<file path="src/rtl/adc_seq_pkg.sv">
package adc_seq_pkg;
  localparam int AW = 8;
  localparam int DW = 16;
  localparam int FW = AW + DW;

  localparam logic [FW-1:0] RST_FRAME = 24'h001100;

  localparam logic [AW-1:0] A_MODE = 8'h01;
  localparam logic [AW-1:0] A_GAIN = 8'h02;
  localparam logic [AW-1:0] A_DET  = 8'h03;
  localparam logic [AW-1:0] A_CLK  = 8'h04;
  localparam logic [AW-1:0] A_THR  = 8'h05;
  localparam logic [AW-1:0] A_CH0  = 8'h10;
  localparam logic [AW-1:0] A_OFS0 = 8'h20;

  typedef enum logic [2:0] {
    S_IDLE, S_CLKOFF, S_LOAD, S_SHIFT, S_GAP, S_ARM, S_CLKON, S_FIN
  } seq_state_e;
endpackage

</file>
<file path="src/rtl/seq_frame_table.sv">
module seq_frame_table
  import adc_seq_pkg::*;
#(
  parameter int N_CH = 4,
  parameter int N_CFG = 3,
  parameter logic [N_CH-1:0] CUR_MASK = 4'b0110,
  parameter int IW = 4
) (
  input  logic [IW-1:0]      idx,
  input  logic [DW-1:0]      mode_val,
  input  logic [DW-1:0]      gain_val,
  input  logic [DW-1:0]      det_val,
  input  logic [DW-1:0]      clock_val,
  input  logic [DW-1:0]      thresh_val,
  input  logic [N_CH*DW-1:0] ch_cfg_val,
  input  logic [N_CH*DW-1:0] ch_ofs_val,
  output logic [FW-1:0]      word,
  output logic               valid
);
  localparam int I_CFG0 = 4;
  localparam int I_CLK  = I_CFG0 + N_CFG;
  localparam int I_THR  = I_CLK + 1;
  localparam int I_OFS0 = I_THR + 1;

  always_comb begin
    word  = '0;
    valid = 1'b0;
    if (int'(idx) == 0) begin
      word = RST_FRAME; valid = 1'b1;
    end else if (int'(idx) == 1) begin
      word = {A_MODE, mode_val}; valid = 1'b1;
    end else if (int'(idx) == 2) begin
      word = {A_GAIN, gain_val}; valid = 1'b1;
    end else if (int'(idx) == 3) begin
      word = {A_DET, det_val}; valid = 1'b1;
    end else if (int'(idx) == I_CLK) begin
      word = {A_CLK, clock_val}; valid = 1'b1;
    end else if (int'(idx) == I_THR) begin
      word = {A_THR, thresh_val}; valid = 1'b1;
    end
    for (int c = 0; c < N_CFG; c++) begin
      if (int'(idx) == I_CFG0 + c) begin
        word  = {A_CH0 + AW'(c), ch_cfg_val[c*DW +: DW]};
        valid = 1'b1;
      end
    end
    for (int c = 0; c < N_CH; c++) begin
      if (int'(idx) == I_OFS0 + c) begin
        word  = {A_OFS0 + AW'(c), ch_ofs_val[c*DW +: DW]};
        valid = CUR_MASK[c];
      end
    end
  end
endmodule

</file>
<file path="src/rtl/seq_spi_shifter.sv">
module seq_spi_shifter #(
  parameter int FW = 24
) (
  input  logic          clk,
  input  logic          rst_n,
  input  logic          load,
  input  logic [FW-1:0] word,
  output logic          mosi,
  output logic          active,
  output logic          last
);
  localparam int CW = $clog2(FW);

  logic [FW-1:0] sh;
  logic [CW-1:0] cnt;

  always_ff @(posedge clk) begin
    if (!rst_n) begin
      sh     <= '0;
      cnt    <= '0;
      active <= 1'b0;
    end else if (load) begin
      sh     <= word;
      cnt    <= CW'(FW - 1);
      active <= 1'b1;
    end else if (active) begin
      if (cnt == '0) active <= 1'b0;
      else begin
        sh  <= {sh[FW-2:0], 1'b0};
        cnt <= cnt - 1'b1;
      end
    end
  end

  assign mosi = active & sh[FW-1];
  assign last = active && (cnt == '0);

  // a frame never reloads while bits are still going out
  a_r2_no_reload_midframe: assert property (@(posedge clk) disable iff (!rst_n)
    (active && !last) |-> !load);
endmodule

</file>
<file path="src/rtl/seq_drdy_edge.sv">
module seq_drdy_edge (
  input  logic clk,
  input  logic rst_n,
  input  logic arm,
  input  logic drdy_n,
  output logic irq
);
  logic s1, s2, s3;

  always_ff @(posedge clk) begin
    if (!rst_n) begin
      s1 <= 1'b1; s2 <= 1'b1; s3 <= 1'b1;
      irq <= 1'b0;
    end else begin
      s1  <= drdy_n;
      s2  <= s1;
      s3  <= s2;
      irq <= arm & s3 & ~s2;
    end
  end

  // no interrupt unless the detector was armed one cycle earlier
  a_r8_quiet_unarmed: assert property (@(posedge clk) disable iff (!rst_n)
    !arm |=> !irq);
  // each edge gives a single-cycle pulse
  a_r8_one_cycle: assert property (@(posedge clk) disable iff (!rst_n)
    irq |=> !irq);
endmodule

</file>
<file path="src/rtl/adc_cfg_sequencer.sv">
module adc_cfg_sequencer
  import adc_seq_pkg::*;
#(
  parameter int N_CH = 4,
  parameter int N_CFG = 3,
  parameter logic [N_CH-1:0] CUR_MASK = 4'b0110,
  parameter int GAP_CYC = 2
) (
  input  logic              clk,
  input  logic              rst_n,
  input  logic              start,
  input  logic              recal,
  input  logic [15:0]       mode_val,
  input  logic [15:0]       gain_val,
  input  logic [15:0]       det_val,
  input  logic [15:0]       clock_val,
  input  logic [15:0]       thresh_val,
  input  logic [N_CH*16-1:0] ch_cfg_val,
  input  logic [N_CH*16-1:0] ch_ofs_val,
  input  logic              drdy_n,
  output logic              spi_cs_n,
  output logic              spi_sck_en,
  output logic              spi_mosi,
  output logic              adc_clk_en,
  output logic              irq_hold,
  output logic              drdy_irq,
  output logic              done
);
  localparam int N_FR = 6 + N_CFG + N_CH;
  localparam int IW   = $clog2(N_FR + 1);
  localparam int GW   = $clog2(GAP_CYC + 1);

  seq_state_e      st;
  logic [IW-1:0]   idx;
  logic [GW-1:0]   gap;
  logic            armed;
  logic            recal_run;
  logic [FW-1:0]   fr_word;
  logic            fr_valid;
  logic            sh_last;
  logic            sh_active;
  logic            load;

  seq_frame_table #(.N_CH(N_CH), .N_CFG(N_CFG), .CUR_MASK(CUR_MASK), .IW(IW)) u_table (
    .idx(idx), .mode_val(mode_val), .gain_val(gain_val), .det_val(det_val),
    .clock_val(clock_val), .thresh_val(thresh_val),
    .ch_cfg_val(ch_cfg_val), .ch_ofs_val(ch_ofs_val),
    .word(fr_word), .valid(fr_valid)
  );

  assign load = (st == S_LOAD) && (int'(idx) < N_FR) && fr_valid;

  seq_spi_shifter #(.FW(FW)) u_shift (
    .clk(clk), .rst_n(rst_n), .load(load), .word(fr_word),
    .mosi(spi_mosi), .active(sh_active), .last(sh_last)
  );

  seq_drdy_edge u_drdy (
    .clk(clk), .rst_n(rst_n), .arm(armed), .drdy_n(drdy_n), .irq(drdy_irq)
  );

  assign spi_sck_en = sh_active;

  always_ff @(posedge clk) begin
    if (!rst_n) begin
      st <= S_IDLE; idx <= '0; gap <= '0;
      spi_cs_n <= 1'b1; adc_clk_en <= 1'b0; done <= 1'b0;
      irq_hold <= 1'b0; armed <= 1'b0; recal_run <= 1'b0;
    end else begin
      unique case (st)
        S_IDLE: if (start) begin
          done <= 1'b0; armed <= 1'b0; irq_hold <= 1'b1;
          idx <= '0; recal_run <= recal;
          st <= recal ? S_CLKOFF : S_LOAD;
        end
        S_CLKOFF: begin
          adc_clk_en <= 1'b0;
          st <= S_LOAD;
        end
        S_LOAD: begin
          if (int'(idx) >= N_FR) st <= S_ARM;
          else if (!fr_valid) idx <= idx + 1'b1;
          else begin
            spi_cs_n <= 1'b0;
            st <= S_SHIFT;
          end
        end
        S_SHIFT: if (sh_last) begin
          spi_cs_n <= 1'b1;
          if (idx == '0) irq_hold <= 1'b0;
          idx <= idx + 1'b1;
          gap <= GW'(GAP_CYC - 1);
          st <= S_GAP;
        end
        S_GAP: begin
          if (gap == '0) st <= S_LOAD;
          else gap <= gap - 1'b1;
        end
        S_ARM: begin
          armed <= 1'b1;
          st <= S_CLKON;
        end
        S_CLKON: begin
          adc_clk_en <= 1'b1;
          st <= S_FIN;
        end
        S_FIN: begin
          done <= 1'b1; recal_run <= 1'b0;
          st <= S_IDLE;
        end
        default: st <= S_IDLE;
      endcase
    end
  end

  logic [1:0] hi_cnt;
  always_ff @(posedge clk) begin
    if (!rst_n) hi_cnt <= 2'd3;
    else if (!spi_cs_n) hi_cnt <= '0;
    else if (hi_cnt != 2'd3) hi_cnt <= hi_cnt + 1'b1;
  end

  // modulator clock stays off during recalibration frames
  a_r1_clk_off_in_frame: assert property (@(posedge clk) disable iff (!rst_n)
    (!spi_cs_n && recal_run) |-> !adc_clk_en);
  // shift clock gate tracks chip select
  a_r2_sck_matches_cs: assert property (@(posedge clk) disable iff (!rst_n)
    spi_sck_en == !spi_cs_n);
  // masking only during the reset frame
  a_r6_hold_only_first: assert property (@(posedge clk) disable iff (!rst_n)
    (!spi_cs_n && idx != '0) |-> !irq_hold);
  // minimum chip-select high time between frames
  a_r7_cs_gap: assert property (@(posedge clk) disable iff (!rst_n)
    $fell(spi_cs_n) |-> hi_cnt >= 2'd2);
  // detector armed before the clock turns on
  a_r8_armed_first: assert property (@(posedge clk) disable iff (!rst_n)
    $rose(adc_clk_en) |-> armed);
  // done one cycle after the clock enable
  a_r9_done_follows: assert property (@(posedge clk) disable iff (!rst_n)
    $rose(adc_clk_en) |=> $rose(done));
endmodule

</file>
<file path="config.mk">
export PLATFORM = sky130hd
export DESIGN_NAME = adc_cfg_sequencer
export DESIGN_NICKNAME = d
export VERILOG_FILES = /design/src/rtl/adc_seq_pkg.sv /design/src/rtl/seq_frame_table.sv /design/src/rtl/seq_spi_shifter.sv /design/src/rtl/seq_drdy_edge.sv /design/src/rtl/adc_cfg_sequencer.sv
export SDC_FILE = /design/constraint.sdc
export NUM_CORES = 1
export LEC_CHECK = 0
export ABC_AREA = 1
export CAP_MARGIN = 20
export CORE_AREA = 8 8 116 118
export CTS_CLUSTER_SIZE = 28
export DETAILED_ROUTE_END_ITERATION = 16
export DIE_AREA = 0 0 124 126
export PLACE_DENSITY = 0.83
export SLEW_MARGIN = 30
export SYNTH_ARGS = -nofsm -noshare
export SYNTH_HDL_FRONTEND = slang
export SYNTH_SLANG_ARGS = --single-unit
export TNS_END_PERCENT = 20
</file>
<file path="constraint.sdc">
create_clock -name clk -period 2.3 [get_ports clk]
set_clock_uncertainty 0.15 [all_clocks]
set_input_delay 0.345 -clock clk [delete_from_list [all_inputs] [get_ports clk]]
set_output_delay 0.345 -clock clk [all_outputs]
set_load 0.01 [all_outputs]
</file>
==> impl_metrics.csv <==
group,metric,value,unit
run_status,status,"complete, no violations",
die,dieArea,0.01562,mm^2
synth,synth_area,0.004203,mm^2
place,post-place-ws,-0.03332,ns
synth,ys_seq_area_frac,0.2286,
critical_path,cp-startpoint,"idx[0]$_SDFFE_PN0P_",
clocking,clk_pin_slew,0.06,ns
layout,stdcell_area,0.007058,mm^2
layout,nNetsFinal,1236,
power_and_ir_drop,leakagePower,0.003241,uW
timing,timing.fmax,441.2,MHz
routing,ant_nets,0,
critical_path,critical_path_arrival,2.33,ns
grt,overflow,0,
timing,hold_slack,0.2666,ns
min_path,hp-class,"reg -> reg",
timing,min_period_over_period,0.9855,
die,core.rowCount,40,
timing,fin_tns_setup,0,ns
clocking,root_buffer,"clkbuf_16",
die,ios,220,
timing,period_needed,2.267,ns
timing,relSlewSlack,0.7502,
synth,synth_cell_types,41,
layout,final_util,0.6027,
synth,ys_warn_count,0,
routing,initialDrtViolationCount,590,
critical_path,critPathLaunchType,"register",
clocking,hold_buffers,0,
clocking,clkSinkCount,48,
timing,worst_pin_slew,0.3701,ns
critical_path,cp_max_fo,8,
grt,grt_pass1_vias,5447,
grt,antenna_found_initial,0,
die,die_y,126,um
run,drv_cap,0,
min_path,min_from,"u_drdy.s1$_SDFF_PN1_",
critical_path,cp-end-kind,"register",
critical_path,reg2reg_from,"idx[0]$_SDFFE_PN0P_",
routing,drc,0,
grt,grt_pass1_wl,27.40,mm
place,dpl-instance-area,0.006648,mm^2
power_and_ir_drop,power.density,757.4,mW/mm^2
die,die_w,124,um
timing,setup_violations,0,
timing,rsz0062_at_grt,"true",
die,core-area,0.01171,mm^2
synth,postSynthCellCount,776,
power_and_ir_drop,irDropWorstVdd,0.4701,mV
layout,layout_common_cells,"nand2_1 (275), clkdlybuf4s50_1 (191), nor2_1 (131)",
routing,num_vias,5801,
critical_path,crit_required,2.36,ns
layout,post_route_cells_drive_above_1_share,0.1396,
routing,viasPerCell,4.984,
synth,syn_avg_cell_area,5.416,um^2
timing,setup_slack,0.03345,ns
routing,dr.pass1.iters,5,
grt,track_usage,0.2201,
clocking,cts.htree.levels,2,
grt,grt_max_degree,27,
clocking,cts_buffers,5,
synth,synth-seq-cells,48,
place,hpwl,14.90,mm
die,initial_core_util,0.3589,
routing,wl_per_cell,15.94,um
layout,layout_commonest_cell,"nand2_1",
place,place_congestion,0.9117,
timing,finalHoldViolations,0,
place,port-buffer-count,191,
synth,synth_fp_nets,996,
layout,areaGrowthSynthToFinish,67.94,%
clocking,clock_latency,0.29,ns
routing,routed_wl,18.56,mm
critical_path,critPathKind,"reg -> reg",
clocking,clockBufferDepth,2,
synth,synth_edf_count,0,
clocking,cts_tree,"yes",
synth,synth_ff_type,"dfxtp_1",
synth,async_reset_ff_frac,0,
layout,n_antenna_cell,0,
timing,maxSlewViolCount,0,
## worst paths after layout
path,end,slack [ns],cells after the start
setup / recovery,u_shift.sh[16]$_SDFFE_PN0P_,0.03,14
hold / removal,u_drdy.s2$_SDFF_PN1_,0.27,1
setup reg to reg,u_shift.sh[16]$_SDFFE_PN0P_,0.03,14
hold reg to reg,u_drdy.s2$_SDFF_PN1_,0.27,1
## synthesized netlist by cell type (2+ instances only)
| cell | n | share of area |
|---|---|---|
| or2_2 | 19 | 0.028 |
| inv_2 | 8 | 0.0071 |
| o211ai_1 | 2 | 0.0036 |
| inv_1 | 55 | 0.049 |
| clkbuf_1 | 13 | 0.012 |
| o21a_1 | 3 | 0.0054 |
| o21ai_0 | 25 | 0.030 |
| nor2_2 | 5 | 0.0074 |
| buf_2 | 12 | 0.014 |
| nor2_4 | 2 | 0.0054 |
| clkinv_1 | 2 | 0.0018 |
| ha_1 | 7 | 0.021 |
| nor3_1 | 10 | 0.012 |
| nand2_2 | 4 | 0.0060 |
| a31oi_1 | 7 | 0.010 |
| a21oi_1 | 58 | 0.069 |
| dfxtp_1 | 48 | 0.23 |
| nand4_1 | 11 | 0.016 |
| nand3_1 | 46 | 0.055 |
| o21ai_1 | 7 | 0.0083 |
| nor2_1 | 132 | 0.12 |
| o21ba_2 | 2 | 0.0048 |
| nand2_1 | 280 | 0.25 |
## registers in the layout, summed over array words and instances (netlist names), 2 cells and up
| name | cells |
|---|---|
| u_shift.sh | 24 |
| idx | 4 |
| st | 3 |
| u_shift.cnt | 5 |
| gap | 2 |
## cell type report
cell class                      instances  area, um^2
Inverter                               67       282.8
Timing Repair Buffer                  261        2506
Sequential cell                        48       970.9
Tap cell                              147       183.9
Clock buffer                            6       128.9
Clock inverter                          2       35.03
Fill cell                            1082        4653
Multi-Input combinational cell        633        2950
## critical path, cell delays in order, from the launching register on
cell	delay (ns)
dfxtp_4	0.40
inv_6	0.06
ha_4	0.17
nand2_1	0.08
nand2_1	0.08
nor3_2	0.20
nand2_1	0.09
nand2_2	0.08
nand2_2	0.08
nand2_4	0.14
clkinv_8	0.10
nor2_8	0.19
buf_6	0.17
nand2_1	0.07
a31oi_1	0.13
## cell families (layout without fill, tap and decap cells)
kind of cell	count (synthesis)	in the layout	synth area share
and+or+nand+nor	513	513	0.5094
AOI/OAI and AO/OA	112	112	0.1471
buffers and inverters	95	336	0.09199
DFF	48	48	0.2286
adders and majority gates	7	7	0.02084
xor gates and xnor gates	1	1	0.002084
## routing by layer
metal / global-route usage / wire length (um) / vias to the layer above / share of wire
met5: 0 / 0 / - / 0
met2: 0.3830 / 9013 / 245 / 0.49
met1: 0.2657 / 7303 / 2586 / 0.39
met4: 0.06162 / 399 / 0 / 0.022
li1: - / - / 2948 / -
met3: 0.04290 / 1838 / 22 / 0.099
## metrics by stage
| step | cells | total power (uW) |
|---|---|---|
| floorplan | 776 | 2919 |
| global placement | 1145 | 4055 |
| detailed placement | 1145 | 4102 |
| CTS | 1153 | 4968 |
| global route | 1164 | 5745 |
| finish | 1164 | 5346 |
## repair_timing
| item | 4_1_cts | 5_1_grt |
|---|---|---|
| setup endpoints to repair | 13 | 35 |
| pin swaps | 0 | 11 |
| resized for setup | 6 | 48 |
| buffers inserted | 0 | 11 |
## power by group
group | internal, uW | switching, uW
Combinational | 1510 | 1850
Sequential | 1040 | 141
Clock | 512 | 305
Total | 3050 | 2290
No activity file was read; power rests on OpenSTA's default activity.
